$ cat src/rtl/walk_pkg.sv
package walk_pkg;
  localparam int ADDR_W   = 32;
  localparam int BASE_W   = 18;
  localparam int DOM_W    = 4;
  localparam int AP_W     = 2;
  localparam int NUM_AP   = 4;
  localparam int AP_LSB   = 4;
  localparam int FLT_W    = 2;
  localparam int L1_SHIFT = 20;
  localparam int VAQ_W    = L1_SHIFT;

  localparam logic [1:0] K1_FAULT   = 2'b00;
  localparam logic [1:0] K1_COARSE  = 2'b01;
  localparam logic [1:0] K1_SECTION = 2'b10;
  localparam logic [1:0] K1_FINE    = 2'b11;

  localparam logic [1:0] K2_FAULT = 2'b00;
  localparam logic [1:0] K2_LARGE = 2'b01;
  localparam logic [1:0] K2_SMALL = 2'b10;
  localparam logic [1:0] K2_TINY  = 2'b11;

  localparam logic [FLT_W-1:0] FLT_NONE = 2'd0;
  localparam logic [FLT_W-1:0] FLT_LVL1 = 2'd1;
  localparam logic [FLT_W-1:0] FLT_LVL2 = 2'd2;

  typedef enum logic [1:0] {
    ST_IDLE = 2'd0,
    ST_RD1  = 2'd1,
    ST_RD2  = 2'd2,
    ST_FIN  = 2'd3
  } walkState_t;

  typedef struct packed {
    logic startWalk;
    logic takeL1;
    logic takeL2;
  } walkStrobe_t;
endpackage

$ cat src/rtl/walk_ctrl.sv
module walk_ctrl
  import walk_pkg::*;
(
  input  logic        clk,
  input  logic        rstN,
  input  logic        xlatReq,
  input  logic        memAck,
  input  logic [1:0]  descKind,
  output walkStrobe_t strobe,
  output logic        memReq,
  output logic        busy,
  output logic        done
);
  walkState_t state, stateNext;

  always_ff @(posedge clk) begin
    if (!rstN) state <= ST_IDLE;
    else       state <= stateNext;
  end

  always_comb begin
    stateNext = state;
    case (state)
      ST_IDLE: if (xlatReq) stateNext = ST_RD1;
      ST_RD1: begin
        if (memAck) begin
          if (descKind == K1_FAULT || descKind == K1_SECTION) stateNext = ST_FIN;
          else stateNext = ST_RD2;
        end
      end
      ST_RD2: if (memAck) stateNext = ST_FIN;
      default: stateNext = ST_IDLE;
    endcase
  end

  always_comb begin
    strobe.startWalk = (state == ST_IDLE) && xlatReq;
    strobe.takeL1    = (state == ST_RD1) && memAck;
    strobe.takeL2    = (state == ST_RD2) && memAck;
  end

  assign memReq = (state == ST_RD1) || (state == ST_RD2);
  assign busy   = (state != ST_IDLE);
  assign done   = (state == ST_FIN);
endmodule

$ cat src/rtl/walk_dpath.sv
module walk_dpath
  import walk_pkg::*;
(
  input  logic              clk,
  input  logic              rstN,
  input  walkStrobe_t       strobe,
  input  logic [ADDR_W-1:0] xlatVa,
  input  logic [BASE_W-1:0] tblBase,
  input  logic [ADDR_W-1:0] memRdata,
  output logic [ADDR_W-1:0] memAddr,
  output logic [ADDR_W-1:0] physAddr,
  output logic [DOM_W-1:0]  domain,
  output logic [AP_W-1:0]   perm,
  output logic              cacheable,
  output logic              bufferable,
  output logic [FLT_W-1:0]  fault
);
  logic [VAQ_W-1:0]  vaQ;
  logic [DOM_W-1:0]  domQ;
  logic [1:0]        kind;
  logic [NUM_AP-1:0][AP_W-1:0] apField;
  logic [ADDR_W-1:0] pagePa;
  logic [AP_W-1:0]   pageAp;

  assign kind = memRdata[1:0];

  for (genvar g = 0; g < NUM_AP; g++) begin : gAp
    assign apField[g] = memRdata[AP_LSB + AP_W*g +: AP_W];
  end

  always_comb begin
    case (kind)
      K2_LARGE: begin
        pagePa = {memRdata[31:16], vaQ[15:0]};
        pageAp = apField[vaQ[15:14]];
      end
      K2_SMALL: begin
        pagePa = {memRdata[31:12], vaQ[11:0]};
        pageAp = apField[vaQ[11:10]];
      end
      default: begin
        pagePa = {memRdata[31:10], vaQ[9:0]};
        pageAp = apField[0];
      end
    endcase
  end

  always_ff @(posedge clk) begin
    if (!rstN) begin
      vaQ        <= '0;
      domQ       <= '0;
      memAddr    <= '0;
      physAddr   <= '0;
      domain     <= '0;
      perm       <= '0;
      cacheable  <= 1'b0;
      bufferable <= 1'b0;
      fault      <= FLT_NONE;
    end else begin
      if (strobe.startWalk) begin
        vaQ     <= xlatVa[VAQ_W-1:0];
        memAddr <= {tblBase, xlatVa[31:L1_SHIFT], 2'b00};
      end
      if (strobe.takeL1) begin
        domQ <= memRdata[8:5];
        case (kind)
          K1_FAULT: begin
            physAddr   <= '0;
            domain     <= '0;
            perm       <= '0;
            cacheable  <= 1'b0;
            bufferable <= 1'b0;
            fault      <= FLT_LVL1;
          end
          K1_SECTION: begin
            physAddr   <= {memRdata[31:20], vaQ[19:0]};
            domain     <= memRdata[8:5];
            perm       <= memRdata[11:10];
            cacheable  <= memRdata[3];
            bufferable <= memRdata[2];
            fault      <= FLT_NONE;
          end
          K1_COARSE: memAddr <= {memRdata[31:10], vaQ[19:12], 2'b00};
          default:   memAddr <= {memRdata[31:12], vaQ[19:10], 2'b00};
        endcase
      end
      if (strobe.takeL2) begin
        if (kind == K2_FAULT) begin
          physAddr   <= '0;
          domain     <= '0;
          perm       <= '0;
          cacheable  <= 1'b0;
          bufferable <= 1'b0;
          fault      <= FLT_LVL2;
        end else begin
          physAddr   <= pagePa;
          domain     <= domQ;
          perm       <= pageAp;
          cacheable  <= memRdata[3];
          bufferable <= memRdata[2];
          fault      <= FLT_NONE;
        end
      end
    end
  end
endmodule

$ cat src/rtl/walk_unit.sv
module walk_unit
  import walk_pkg::*;
(
  input  logic              clk,
  input  logic              rstN,
  input  logic              xlatReq,
  input  logic [ADDR_W-1:0] xlatVa,
  input  logic [BASE_W-1:0] tblBase,
  output logic              memReq,
  output logic [ADDR_W-1:0] memAddr,
  input  logic              memAck,
  input  logic [ADDR_W-1:0] memRdata,
  output logic              busy,
  output logic              done,
  output logic [ADDR_W-1:0] physAddr,
  output logic [DOM_W-1:0]  domain,
  output logic [AP_W-1:0]   perm,
  output logic              cacheable,
  output logic              bufferable,
  output logic [FLT_W-1:0]  fault
);
  walkStrobe_t strobe;

  walk_ctrl ctrl_i (
    .clk      (clk),
    .rstN     (rstN),
    .xlatReq  (xlatReq),
    .memAck   (memAck),
    .descKind (memRdata[1:0]),
    .strobe   (strobe),
    .memReq   (memReq),
    .busy     (busy),
    .done     (done)
  );

  walk_dpath dpath_i (
    .clk        (clk),
    .rstN       (rstN),
    .strobe     (strobe),
    .xlatVa     (xlatVa),
    .tblBase    (tblBase),
    .memRdata   (memRdata),
    .memAddr    (memAddr),
    .physAddr   (physAddr),
    .domain     (domain),
    .perm       (perm),
    .cacheable  (cacheable),
    .bufferable (bufferable),
    .fault      (fault)
  );
endmodule

$ cat config.mk
export PLATFORM = sky130hd
export DESIGN_NAME = walk_unit
export DESIGN_NICKNAME = d
export VERILOG_FILES = /design/src/rtl/walk_pkg.sv /design/src/rtl/walk_ctrl.sv /design/src/rtl/walk_dpath.sv /design/src/rtl/walk_unit.sv
export SDC_FILE = /design/constraint.sdc
export NUM_CORES = 1
export LEC_CHECK = 0
export CORE_MARGIN = 5
export CORE_UTILIZATION = 25
export CTS_BUF_LIST = sky130_fd_sc_hd__clkbuf_8
export DETAILED_ROUTE_END_ITERATION = 6
export DONT_BUFFER_PORTS = 1
export PLACE_DENSITY = 0.43
export SLEW_MARGIN = 20
export SYNTH_ARGS = -nofsm -noshare
export SYNTH_HDL_FRONTEND = slang
export SYNTH_SLANG_ARGS = --single-unit
export TNS_END_PERCENT = 5
$ cat constraint.sdc
create_clock -name clk -period 3.3 [get_ports clk]
set_clock_uncertainty 0.1 [all_clocks]
set_input_delay 0.66 -clock clk [delete_from_list [all_inputs] [get_ports clk]]
set_output_delay 0.66 -clock clk [all_outputs]
set_load 0.05 [all_outputs]
==> results.toml, run 1 <==
[final_layout]
syn_to_final_growth_pct = 5.55
fin_util_pct = 26.7
finalNonFillerCells = 733
diodes = 0
final_layout_size_suffix_gt1_share_pct = 17.8
mostFrequentLayoutCells = "100 x dfxtp_1, 91 x nand2_1, 67 x nor2_1"
layout_commonest_cell = "dfxtp_1"
post-route-cell-area_mm2 = 0.00498
final_nets = 589

[floorplanning]
num_rows = 50
core-area_mm2 = 0.0186
start_util_pct = 25.3
io_pins = 163
die_y_um = 147
die-width_um = 147
fp.dieArea_mm2 = 0.0217

[sta]
period_share_pct = 70.5
setup_tns_ns = 0
relSlewSlack_pct = 28.7
setup_viol = 0
slew_viol_final = 0
rsz0062_at_grt = "false"
whs_ns = 0.291
max_freq_ghz = 0.430
fin_ws_ns = 0.975
min_period_ns = 2.33
timing_hold_violations_final = 0
tightest_slew_ns = 1.07

[routing]
wirelength_um = 15100
drt_iter0_markers = 202
vias = 3712
ant_nets = 0
drt_drc_violations_left = 0
drt-pass1-iter-count = 4
wl_per_cell_um = 20.5
vias_per_cell = 5.06

[critical_path]
required_ns = 3.46
cp-end-kind = "register"
start_kind = "register"
rrSetupSlack_ns = 0.97
crit_type = "reg2reg"
crit_path_max_fanout = 43
cp.arrival_ns = 2.49

[yosys]
synthXorXnorAreaFrac_pct = 0
ys_ff_latch = 100
synth_adder_area_share_pct = 2.39
synthesis.area_mm2 = 0.00472
synth.avg_cell_area_um2 = 9.03
synth_top_family_by_area = "compound AO/OA/AOI/OAI gates"
synth_compound_area_share_pct = 22.5
synth_nets = 617
yosysUniqueCellTypes = 43
synthMuxAreaShare_pct = 8.91
syn_inst = 522
synth-seq-area-share_pct = 42.5
ys.warnings.count = 0
synthSimpleGateAreaFrac_pct = 17.0

[placement]
dpl.cell_count = 717
dp_hpwl_um = 11100
port_buffers = 0
gp_congestion = 0.827
place_area_mm2 = 0.00479
pre_cts_slack_ns = 0.812

[global_routing]
grt_pass1_vias = 3725
grt_pass1_wl_um = 22900
grt_busiest_layer = "met2"
grt_max_degree = 58
met3_usage_pct = 5.46
antenna_found_initial = 0
grtUsageMet1_pct = 16.6
grt.total_usage_pct = 13.7
grt.overflow.total = 0
use_met2_pct = 21.8

[cts]
path_clk_slew_ns = 0.11
worstSkewPairLatency_ns = 0.38
cts_buffer_depth = 2
cts_tree = "yes"
cts_max_level = 3
numCtsBuffers = 9
clock_tree.root_cell = "clkbuf_8"
post-cts-setup-buffers = 0
clock_sinks = 100
cts_resized = 0
cts_hold_buf = 0

[power_and_ir_drop]
totalPowerFinal_mw = 4.05
vdd_drop_max_v = 0.000214
powerDensity_mw_per_mm2 = 813
leakage_nw = 1.80

[status]
outcome = "complete, no violations"

[flow_run]
cap_violations = 0

[min_path]
hold_path.class = "in2reg"
cells in the mapped netlist, drive strengths merged:
| cell | instances | area share [%] |
|---|---|---|
| dfxtp | 100 | 42 |
| nand2 | 94 | 7.7 |
| nor2 | 68 | 5.5 |
| a22oi | 47 | 7.8 |
| a21oi | 36 | 3.8 |
| buf | 30 | 4.8 |
| mux2 | 30 | 7.2 |
| o21ai | 23 | 2.5 |
| clkbuf | 15 | 1.2 |
| a221oi | 14 | 4.5 |
| inv | 10 | 0.80 |
| ha | 9 | 2.4 |
| nor3 | 9 | 1.8 |
| mux2i | 6 | 1.3 |
| a32o | 4 | 0.85 |
| and2 | 4 | 0.64 |
| a211oi | 3 | 0.69 |
| nand3b | 3 | 0.48 |
| o211ai | 3 | 0.77 |
| o22ai | 3 | 0.40 |
| and4 | 2 | 0.37 |
| nand3 | 2 | 0.21 |
| a2111oi | 1 | 0.58 |
| a21bo | 1 | 0.21 |
| a311o | 1 | 0.21 |
| a32oi | 1 | 0.19 |
| and4b | 1 | 0.21 |
| mux4 | 1 | 0.48 |
| nand2b | 1 | 0.13 |
report_power, final:
part / leakage, nW / switching [mW] / internal [mW] / total (mW)
Combinational: 0.891 / 0.689 / 0.447 / 1.14
Sequential: 0.815 / 0.705 / 1.41 / 2.12
Clock: 0.0949 / 0.499 / 0.292 / 0.790
Total: 1.80 / 1.89 / 2.15 / 4.05
path summary, 6_finish.rpt:
kind | endpoint | startpoint | cells after the start
worst max-delay path | dpath_i.memAddr[16]$_SDFF_PN0_ | ctrl_i.state[0]$_SDFFE_PN0P_ | 6
worst min-delay path | dpath_i.vaQ[2]$_SDFFE_PN0P_ | xlatVa[2] | 2
worst max register to register | dpath_i.memAddr[16]$_SDFF_PN0_ | ctrl_i.state[0]$_SDFFE_PN0P_ | 6
worst min register to register | dpath_i.vaQ[0]$_SDFFE_PN0P_ | dpath_i.vaQ[0]$_SDFFE_PN0P_ | 2
critical path, stage by stage, from the launching register on:
cell	delay (ns)
dfxtp_1	0.39
inv_1	0.08
ha_1	0.23
nand2_2	0.78
mux2_2	0.43
a22oi_1	0.14
nor2_1	0.05
area by class of cell:
type | instances | area (um2)
Tap cell | 234 | 293
Sequential cell | 100 | 2000
Fill cell | 1990 | 13700
Inverter | 10 | 37.5
Clock inverter | 7 | 66.3
Multi-Input combinational cell | 367 | 2400
Timing Repair Buffer | 6 | 57.6
Clock buffer | 9 | 124
kinds of logic (layout without fill, tap and decap cells):
family          after synthesis  in the layout
compound gates              137            137
fa+ha+maj                     9              9
buf+inv                      55             32
flops                       100            100
mux                          37             37
simple gates                184            184
layer usage:
layer  wire length [um]  share of wire [%]
met1               6330                 42
met2               7120                 47
met3               1300                8.6
met4                306                2.0
met5                  0                  0
state kept, by name (all words and copies together), names as in the netlist:
signal and cells:
dpath_i.domQ 4, dpath_i.perm 2, dpath_i.domain 4, dpath_i.cacheable 1
dpath_i.memAddr 32, dpath_i.bufferable 1, dpath_i.physAddr 32, dpath_i.fault 2
ctrl_i.state 2, dpath_i.vaQ 20
Note: power is estimated with default switching activity, not from simulation.
==> run 2, diff against run 1 <==
- ABC_AREA: not set -> 1
- PLACE_DENSITY: 0.43 -> 0.45
- clock period: 3.3 -> 2 ns (I/O delays scaled with it)
==> run 2 against run 1 <==
Compared with the run above:
- area after synthesis decreased by 2.2%
- via count increased by 14%
- non-clock buffer count increased by 15
- final area increased by 3.2%
- clock-buffer cell count increased by 1
- setup slack got worse by 0.84 ns
- synthesized cell count increased by 25%
- sequential cell count unchanged
- clock power increased by 78%
- global-route usage increased by 1.0 points
- utilization increased by 1.7 points
- critical path type is now reg2out
- largest cell class unchanged
- highest routed layer unchanged
==> results.toml, run 2 <==
[global_routing]
grt_max_degree = 44
grt.overflow.total = 0
grt_pass1_wl_um = 24600
antenna_found_initial = 0
grt.total_usage_pct = 14.7
grt_pass1_vias = 4090

[sta]
min_period_ns = 1.87
whs_ns = 0.0480
tightest_slew_ns = 0.611
setup_viol = 0
max_freq_ghz = 0.535
setup_tns_ns = 0
timing_hold_violations_final = 0
relSlewSlack_pct = 59.2
rsz0062_at_grt = "false"
period_share_pct = 93.4
slew_viol_final = 0

[floorplanning]
io_pins = 163
num_rows = 49
start_util_pct = 25.5
die-width_um = 146
fp.dieArea_mm2 = 0.0213
die_y_um = 146
core-area_mm2 = 0.0181

[routing]
drt_drc_violations_left = 0
drt-pass1-iter-count = 4
vias_per_cell = 4.82
wirelength_um = 15900
vias = 4221
drt_iter0_markers = 236
ant_nets = 0
wl_per_cell_um = 18.1

[critical_path]
cp.arrival_ns = 1.37
start_kind = "register"
crit_path_max_fanout = 4
crit_type = "reg2out"
path_cells = "inv_1 -> ha_2"
crit_slowest_cell = "ha_2"
cpPeakStageDelay_ns = 0.51
cp-end-kind = "output pin"
required_ns = 1.50

[yosys]
synth_commonest_cells = "188 x nand2_1, 100 x dfxtp_1, 96 x a21oi_1"
synthesis.area_mm2 = 0.00461
synth.most_common_cell = "nand2_1"
synthArstFlopShare_pct = 0
synth_top_cell_by_area = "dfxtp_1"
ys.warnings.count = 0
netlist.area_leader.share_pct = 43.4
synth_nets = 748
synthTopCellsByArea = "dfxtp_1 43%, nand2_1 15%, a21oi_1 10%"
yosysUniqueCellTypes = 23
synth-seq-area-share_pct = 43.4
synth-edff-count = 0
synth_ff_type = "dfxtp_1"
syn_inst = 653
ys_ff_latch = 100
synth.avg_cell_area_um2 = 7.06

[final_layout]
fillCellCount = 1966
final_nets = 737
fin_util_pct = 28.4
final_layout_size_suffix_gt1_share_pct = 9.12
syn_to_final_growth_pct = 11.4
layout_commonest_cell = "nand2_1"
reg.largest.list = "dpath_i.memAddr (32), dpath_i.physAddr (32), dpath_i.vaQ (20)"
mostFrequentLayoutCells = "187 x nand2_1, 100 x dfxtp_1, 96 x a21oi_1"
diodes = 0

[placement]
port_buffers = 0
gp_congestion = 0.843
dp_hpwl_um = 12000

[cts]
clock_sinks = 100
worstSkewPairLatency_ns = 0.38
cts_max_level = 3
cts_buffer_depth = 2
cts_hold_buf = 0
path_clk_slew_ns = 0.11
clock_tree.root_cell = "clkbuf_8"
cts_tree = "yes"
numCtsBuffers = 9

[power_and_ir_drop]
leakage_nw = 2.04
powerDensity_mw_per_mm2 = 1360
vdd_drop_max_v = 0.000353

[min_path]
hold_path.class = "in2reg"

[flow_run]
cap_violations = 0

[status]
outcome = "complete, no violations"
## run 2: logic make-up after synthesis
logic type	Yosys count	synth area share, %
fa+ha+maj	9	2.44
flops	100	43.4
compound gates	179	20.6
simple gates	281	25.7
buf+inv	84	7.90
## run 2: power by group
group	total [mW]	internal, mW	switching (mW)
clock network	1.41	0.627	0.787
registers	3.47	2.36	1.11
logic	2.12	0.721	1.40
total	7.01	3.71	3.30
## run 2: path summary, 6_finish.rpt
path / startpoint / to / slack [ns] / cells after the start
worst max-delay path: ctrl_i.state[0]$_SDFFE_PN0P_ / memReq / 0.13 / 2
worst min-delay path: memRdata[28] / dpath_i.physAddr[28]$_SDFFE_PN0P_ / 0.05 / 2
worst max register to register: ctrl_i.state[0]$_SDFFE_PN0P_ / dpath_i.physAddr[14]$_SDFFE_PN0P_ / 0.20 / 10
worst min register to register: dpath_i.vaQ[0]$_SDFFE_PN0P_ / dpath_i.physAddr[0]$_SDFFE_PN0P_ / 0.39 / 2
## run 2: layer usage
layer	vias up	GRT usage [%]	share of wire, %
met5	-	0	0
met4	0	4.32	1.2
met3	13	6.20	9.0
met2	115	22.1	44
met1	1964	19.2	45
li1	2129	-	-
## run 2: area by class of cell
cell class                      count  area (um2)  area share [%]
Inverter                           41         158            3.07
Sequential cell                   100        2000            39.0
Multi-Input combinational cell    469        2250            43.8
Clock inverter                      6        71.3            1.39
Clock buffer                       10         138            2.68
Timing Repair Buffer               21         233            4.53
Tap cell                          229         287            5.58
## run 2: through the flow
step	setup WS, ns	power [mW]	cell area (um2)	std cells
finish	0.131	7.01	5140	876
global route	0.0153	7.50	5140	876
CTS	0.000154	7.10	5120	874
detailed placement	0.146	5.67	4910	858
global placement	0.171	5.62	4910	858
floorplan	0.277	4.99	4610	653
## run 2: repair_timing
action / 4_1_cts / 5_1_grt
endpoints found under the setup margin: 0 / 4
setup buffers: 0 / 2
endpoints found under the hold margin: 0 / 0
gates resized for setup: 0 / 2
## run 2: critical path, delay by kind of cell, from the launching register on
kind,cells,cell delay (ns)
adders and majority gates,1,0.51
buffers and inverters,1,0.09
DFF,1,0.39
